$ cat src/rtl/ccp_pkg.sv
package ccp_pkg;
  localparam int TMR_W   = 16;
  localparam int BYTE_W  = 8;
  localparam int FRAC_W  = 2;
  localparam int DUTY_W  = BYTE_W + FRAC_W;
  localparam int MODE_W  = 4;
  localparam int PRE_MAX = 16;
  localparam int PRE_W   = $clog2(PRE_MAX);
  localparam int NBYTES  = TMR_W / BYTE_W;

  localparam logic [1:0] ADDR_LO   = 2'd0;
  localparam logic [1:0] ADDR_HI   = 2'd1;
  localparam logic [1:0] ADDR_CTRL = 2'd2;

  localparam logic [MODE_W-1:0] M_CAP_FALL = 4'b0100;
  localparam logic [MODE_W-1:0] M_CMP_SET  = 4'b1000;
  localparam logic [MODE_W-1:0] M_CMP_CLR  = 4'b1001;
  localparam logic [MODE_W-1:0] M_CMP_TRIG = 4'b1011;

  typedef enum logic [1:0] {
    FN_OFF = 2'b00,
    FN_CAP = 2'b01,
    FN_CMP = 2'b10,
    FN_PWM = 2'b11
  } ccp_fn_e;

  function automatic ccp_fn_e fn_of(input logic [MODE_W-1:0] m);
    return ccp_fn_e'(m[3:2]);
  endfunction
endpackage

$ cat src/rtl/ccp_edge_capture.sv
module ccp_edge_capture
  import ccp_pkg::*;
#(
  parameter int SYNC_STAGES = 2
) (
  input  logic              clk,
  input  logic              rst_n,
  input  logic              pin_i,
  input  logic [MODE_W-1:0] mode_i,
  input  logic              clear_i,
  output logic              fire_o
);
  logic [SYNC_STAGES:0] sh_q;
  logic [PRE_W-1:0]     cnt_q;
  logic [PRE_W-1:0]     last_cnt;
  logic                 active, edge_seen, pin_now, pin_prev;

  assign pin_now  = sh_q[SYNC_STAGES-1];
  assign pin_prev = sh_q[SYNC_STAGES];
  assign active   = (fn_of(mode_i) == FN_CAP);

  always_comb begin
    if (mode_i == M_CAP_FALL) edge_seen = pin_prev & ~pin_now;
    else                      edge_seen = pin_now & ~pin_prev;
    case (mode_i[1:0])
      2'b10:   last_cnt = PRE_W'(3);
      2'b11:   last_cnt = PRE_W'(PRE_MAX - 1);
      default: last_cnt = '0;
    endcase
  end

  assign fire_o = active && edge_seen && (cnt_q == last_cnt);

  always_ff @(posedge clk) begin
    if (!rst_n) sh_q <= '0;
    else        sh_q <= {sh_q[SYNC_STAGES-1:0], pin_i};
  end

  always_ff @(posedge clk) begin
    if (!rst_n || !active || clear_i) cnt_q <= '0;
    else if (edge_seen)               cnt_q <= (cnt_q == last_cnt) ? '0 : cnt_q + 1'b1;
  end
endmodule

$ cat src/rtl/ccp_compare.sv
module ccp_compare
  import ccp_pkg::*;
(
  input  logic              clk,
  input  logic              rst_n,
  input  logic [TMR_W-1:0]  timer_i,
  input  logic [TMR_W-1:0]  ref_i,
  input  logic [MODE_W-1:0] mode_i,
  output logic              evt_o,
  output logic              latch_o,
  output logic              special_o
);
  logic active, match, match_q;

  assign active = (fn_of(mode_i) == FN_CMP);
  assign match  = (timer_i == ref_i);
  assign evt_o  = active && match && !match_q;

  always_ff @(posedge clk) begin
    if (!rst_n) begin
      match_q   <= 1'b0;
      latch_o   <= 1'b0;
      special_o <= 1'b0;
    end else begin
      match_q   <= active && match;
      special_o <= evt_o && (mode_i == M_CMP_TRIG);
      if (fn_of(mode_i) == FN_OFF)               latch_o <= 1'b0;
      else if (evt_o && mode_i == M_CMP_SET)     latch_o <= 1'b1;
      else if (evt_o && mode_i == M_CMP_CLR)     latch_o <= 1'b0;
    end
  end
endmodule

$ cat src/rtl/ccp_pwm.sv
module ccp_pwm
  import ccp_pkg::*;
(
  input  logic              clk,
  input  logic              rst_n,
  input  logic              active_i,
  input  logic [DUTY_W-1:0] tmr_ext_i,
  input  logic              period_hit_i,
  input  logic [DUTY_W-1:0] duty_i,
  output logic              pin_o,
  output logic [DUTY_W-1:0] shadow_o
);
  always_ff @(posedge clk) begin
    if (!rst_n || !active_i) begin
      pin_o    <= 1'b0;
      shadow_o <= '0;
    end else if (period_hit_i) begin
      shadow_o <= duty_i;
      pin_o    <= (duty_i != '0);
    end else if (tmr_ext_i == shadow_o) begin
      pin_o    <= 1'b0;
    end
  end
endmodule

$ cat src/rtl/ccp_unit.sv
module ccp_unit
  import ccp_pkg::*;
(
  input  logic              clk,
  input  logic              rst_n,
  input  logic [TMR_W-1:0]  tmr16_i,
  input  logic [BYTE_W-1:0] tmr8_i,
  input  logic [FRAC_W-1:0] tmr8_frac_i,
  input  logic              tmr8_period_hit_i,
  input  logic              cap_pin_i,
  input  logic              wr_valid_i,
  output logic              wr_ready_o,
  input  logic [1:0]        wr_addr_i,
  input  logic [BYTE_W-1:0] wr_data_i,
  input  logic [1:0]        rd_addr_i,
  output logic [BYTE_W-1:0] rd_data_o,
  input  logic              int_clr_i,
  input  logic              adc_enable_i,
  output logic              pin_o,
  output logic              int_flag_o,
  output logic              special_evt_o,
  output logic              tmr16_reset_o,
  output logic              adc_start_o
);
  logic [TMR_W-1:0]  data_q;
  logic [MODE_W-1:0] mode_q;
  logic [FRAC_W-1:0] frac_q;
  logic              wr_fire, mode_chg, cap_fire, cmp_evt, cmp_latch, pwm_pin;
  logic [DUTY_W-1:0] pwm_shadow;

  assign wr_ready_o = !cap_fire;
  assign wr_fire    = wr_valid_i && wr_ready_o;
  assign mode_chg   = wr_fire && (wr_addr_i == ADDR_CTRL) &&
                      (wr_data_i[MODE_W-1:0] != mode_q);

  for (genvar b = 0; b < NBYTES; b++) begin : g_lane
    always_ff @(posedge clk) begin
      if (!rst_n)
        data_q[b*BYTE_W +: BYTE_W] <= '0;
      else if (cap_fire)
        data_q[b*BYTE_W +: BYTE_W] <= tmr16_i[b*BYTE_W +: BYTE_W];
      else if (wr_fire && wr_addr_i == 2'(b))
        data_q[b*BYTE_W +: BYTE_W] <= wr_data_i;
    end
  end

  always_ff @(posedge clk) begin
    if (!rst_n) begin
      mode_q <= '0;
      frac_q <= '0;
    end else if (wr_fire && wr_addr_i == ADDR_CTRL) begin
      mode_q <= wr_data_i[MODE_W-1:0];
      frac_q <= wr_data_i[MODE_W +: FRAC_W];
    end
  end

  always_ff @(posedge clk) begin
    if (!rst_n)                   int_flag_o <= 1'b0;
    else if (cap_fire || cmp_evt) int_flag_o <= 1'b1;
    else if (int_clr_i)           int_flag_o <= 1'b0;
  end

  ccp_edge_capture #(.SYNC_STAGES(2)) u_cap (
    .clk(clk), .rst_n(rst_n), .pin_i(cap_pin_i), .mode_i(mode_q),
    .clear_i(mode_chg), .fire_o(cap_fire)
  );

  ccp_compare u_cmp (
    .clk(clk), .rst_n(rst_n), .timer_i(tmr16_i), .ref_i(data_q),
    .mode_i(mode_q), .evt_o(cmp_evt), .latch_o(cmp_latch),
    .special_o(special_evt_o)
  );

  ccp_pwm u_pwm (
    .clk(clk), .rst_n(rst_n), .active_i(fn_of(mode_q) == FN_PWM),
    .tmr_ext_i({tmr8_i, tmr8_frac_i}), .period_hit_i(tmr8_period_hit_i),
    .duty_i({data_q[BYTE_W-1:0], frac_q}), .pin_o(pwm_pin),
    .shadow_o(pwm_shadow)
  );

  assign tmr16_reset_o = special_evt_o;
  assign adc_start_o   = special_evt_o && adc_enable_i;

  always_comb begin
    case (fn_of(mode_q))
      FN_CMP:  pin_o = cmp_latch;
      FN_PWM:  pin_o = pwm_pin;
      default: pin_o = 1'b0;
    endcase
    case (rd_addr_i)
      ADDR_LO:   rd_data_o = data_q[BYTE_W-1:0];
      ADDR_HI:   rd_data_o = data_q[TMR_W-1:BYTE_W];
      ADDR_CTRL: rd_data_o = {2'b00, frac_q, mode_q};
      default:   rd_data_o = '0;
    endcase
  end
endmodule

$ cat config.mk
export PLATFORM = sky130hd
export DESIGN_NAME = ccp_unit
export DESIGN_NICKNAME = d
export VERILOG_FILES = /design/src/rtl/ccp_pkg.sv /design/src/rtl/ccp_edge_capture.sv /design/src/rtl/ccp_compare.sv /design/src/rtl/ccp_pwm.sv /design/src/rtl/ccp_unit.sv
export SDC_FILE = /design/constraint.sdc
export NUM_CORES = 1
export LEC_CHECK = 0
export BUFFER_PORTS_ARGS = -buffer_cell sky130_fd_sc_hd__buf_2
export CAP_MARGIN = 10
export CORE_MARGIN = 1
export CORE_UTILIZATION = 50
export CTS_BUF_LIST = sky130_fd_sc_hd__clkbuf_4 sky130_fd_sc_hd__clkbuf_8
export CTS_CLUSTER_SIZE = 40
export DETAILED_ROUTE_END_ITERATION = 7
export GPL_ROUTABILITY_DRIVEN = 0
export PLACE_DENSITY = 0.82
export RECOVER_POWER = 100
export REMOVE_ABC_BUFFERS = 1
export SYNTH_ARGS = -nofsm -noshare
export SYNTH_HDL_FRONTEND = slang
export SYNTH_SLANG_ARGS = --single-unit
$ cat constraint.sdc
create_clock -name clk -period 1.65 [get_ports clk]
set_clock_uncertainty 0.05 [all_clocks]
set_input_delay 0.33 -clock clk [delete_from_list [all_inputs] [get_ports clk]]
set_output_delay 0.33 -clock clk [all_outputs]
set_load 0.01 [all_outputs]
==> results.md <==
- Clk sink count: 44
- Tot GR Track Use: 27.8%
- Worst setup margin: -0.314 ns
- Final net count: 413
- Antenna diodes: 0
- First-pass DRT Iterations: 4
- #FFs+latches synth: 44
- Syn Area/Cell: 9.18 sq um
- Area leader, netlist: dfxtp_1
- Starting DRT DRC Count: 173
- CORE AREA: 4790 sq um
- Die width: 72.8 um
- Flop2flop setup slack: -0.26 ns
- Hold Buf Count CTS: 0
- Routed wire per std cell: 16.7 um
- Count leader, synth: dfxtp_1
- Netlist cell types: 46
- Maxcap violations: 0
- Critical Path RT: 1.27 ns
- TritonCTS Buffers: 5
- Worst hold start: cap_pin_i
- Reg2Reg Depth: 6
- Synth cell count leaders: dfxtp_1, mux2i_1, nand2_1, xor2_1, nor2_1
- Post-synth EDFFs: 0
- Initial Util: 52.3%
- Most used DFF post-synth: dfxtp_1
- DRC viols: 0
- Die area: 5300 sq um
- Max Slew Vio Count: 0
- Hold WC Path Type: in2reg
- Worst-path clk slew: 0.08 ns
- Ys async rst share: 0%
- H-tree levels: 2
- Die height: 72.8 um
- I/O pins: 59
- Outcome: finished with violations
- CP cell instances: or4_4, nor2_4, o211ai_4, buf_6
- Final number of setup-violating endpoints: 31
- CTS tree: yes
- CP top delay family: simple AND/OR/NAND/NOR gates
- Cell area after synthesis: 2500 sq um
- Largest net degree at the start of global routing: 18
- Clk root buf: clkbuf_8
- # rows: 25
- Remaining Overflow, GRT: 0
- Max stage delay cell, worst path: or4_4
- Area growth, synth to finish: 32.4%
- Min Clock Period, post-route: 1.96 ns
- WHS Path Cells: 2
- Via count: 2405
- Critical R2R Launch: mode_q[0]$_SDFFE_PN0P_
- Cell total after placement: 418
- Slew @ Worst Pin: 0.639 ns
- Arr. time, crit path: 1.58 ns
- CP Launch Type: flip-flop
- Fraction of layout cells with a size suffix above 1: 34.0%
- Crit path kind: reg2out
- CP Capture Type: primary output
- Worst slew margin: 57.4%
- Tot Pwr: 2.32 mW
- Post-synth top area share: 35.2%
- Worst-Skew Late Latency: 0.30 ns
- Worst r2r dst: mode_q[1]$_SDFFE_PN0P_
- IO buf count: 58
- Metal3 WL: 462 um
- Synth area leaders: dfxtp_1, mux2i_1, xor2_1, o211a_1, nand2_1
- Fmax: 509 MHz
- Met2 WL: 3.62 mm
- Avg Vias per Cell: 5.53
- Buf+Inv Stages, Crit Path: 1
- Top Layer Used: met4
- Cells after Synth: 273
- DP HPWL: 4.88 mm
- Post-Layout Cell Count: 435
- Post-DRT Antenna Nets: 0
- PD cells: 700 nW/um^2
- Period utilization: 119%
- Total routed wirelength: 7.27 mm
- Seq/Total Area, Yosys: 35.2%
- Failing checks: setup timing
- Slowest cell delay on critical path: 0.54 ns
- Max clock buf depth: 2
- Crit-path max FO: 2
- Hold Crit Endpoint: u_cap.sh_q[0]$_SDFF_PN0_
- Dpl ws: -0.197 ns
- Hold Vio Cnt, Final: 0
- Initial antenna violation count: 0
- Synth Warn #: 0
- RSZ-0062 raised after global routing: yes
- Leak Pwr: 1.69 nW
- First-pass GRT wire length: 11.2 mm
- Met1 wire length: 2.99 mm
- Vias in the first global route: 2315
- VDD IR max: 0.000523 V
-- routing by layer --
layer  track usage (%)  vias up
li1                  -     1152
met1              35.6     1147
met2              47.7       91
met3              4.83       15
met4              8.71        0
met5                 0        -
-- cell families (layout without fill, tap and decap cells) --
family,Yosys count,count (layout),synth area share [%]
adder cells (fa/ha/maj),1,1,0.499
XOR/XNOR,30,30,10.5
AND/OR/NAND/NOR,97,97,20.3
flip-flops,44,44,35.2
multiplexers,43,43,17.2
buffers and inverters,19,114,3.50
AO/OA/AOI/OAI,39,39,12.8
-- flip-flops by register name (all words and copies together), names as in the netlist --
name,cells
mode_q,4
u_pwm.pin_o,1
data_q,16
u_cmp.special_o,1
frac_q,2
u_pwm.shadow_o,10
u_cap.cnt_q,4
u_cap.sh_q,3
u_cmp.match_q,1
u_cmp.latch_o,1
int_flag_o,1
-- where the power goes --
part           switching (mW)  internal (mW)
combinational           0.190          0.178
clock                   0.382          0.466
sequential             0.0193           1.08
total                   0.592           1.73
-- through the flow --
stage	instance area, sq um	hold WS, ns	util (%)	TNS, ns
3_3_place_gp	3090	0.370	64.6	-1.53
2_1_floorplan	2420	0.362	-	-4.10
4_1_cts	3270	0.182	68.3	-4.19
3_5_place_dp	3090	0.377	64.6	-2.34
6_report	3320	0.185	69.3	-5.86
5_1_grt	3320	0.179	69.3	-7.21
-- worst reg2reg max path, delay by kind of cell, from the launching register on --
kind                   cells  cell delay, ns
and+or+nand+nor            2            0.44
buffers and inverters      1            0.24
muxes                      2            0.64
DFF                        1            0.35
AOI/OAI and AO/OA          1            0.12
-- worst max-delay path by stage --
| stage | to | slack [ns] | from | cells after the start |
|---|---|---|---|---|
| final | wr_ready_o | -0.31 | u_cap.cnt_q[0]$_SDFFE_PP0N_ | 4 |
| after global routing | wr_ready_o | -0.34 | u_cap.cnt_q[0]$_SDFFE_PP0N_ | 4 |
| after CTS | wr_ready_o | -0.28 | u_cap.cnt_q[0]$_SDFFE_PP0N_ | 4 |
| after detailed placement | u_cmp.latch_o$_SDFFE_PP0P_ | -0.20 | tmr16_i[2] | 8 |
| after global placement | u_cmp.latch_o$_SDFFE_PP0P_ | -0.15 | tmr16_i[4] | 7 |
| after floorplan | mode_q[3]$_SDFFE_PN0P_ | -0.24 | u_cap.cnt_q[3]$_SDFFE_PP0N_ | 5 |
-- cell usage in the layout (no fill, tap or decap), types with 6 or more instances in the layout --
master / n
clkbuf_1: 12
xor2_1: 24
buf_4: 39
dfxtp_2: 6
xnor2_1: 6
o211a_1: 16
buf_2: 49
mux2i_1: 41
nand2_1: 33
nor2_1: 16
dfxtp_1: 37
o21ai_0: 6
-- timing repair --
item | 4_1_cts | 5_1_grt
gates resized for setup | 7 | 19
setup endpoints to repair | 27 | 34
endpoints found under the hold margin | 0 | 0
buffers inserted | 6 | 4
pin swaps | 7 | 4
-- final cells by class --
cell class	instances	area, sq um
inverters	1	3.75
multi-input cells	210	1590
clock buffers	6	76.3
repair buffers	105	636
fillers	373	1470
flip-flops and latches	44	892
well taps	67	83.8
clock inverters	2	35.0
Power figures use the tool's default switching activity.
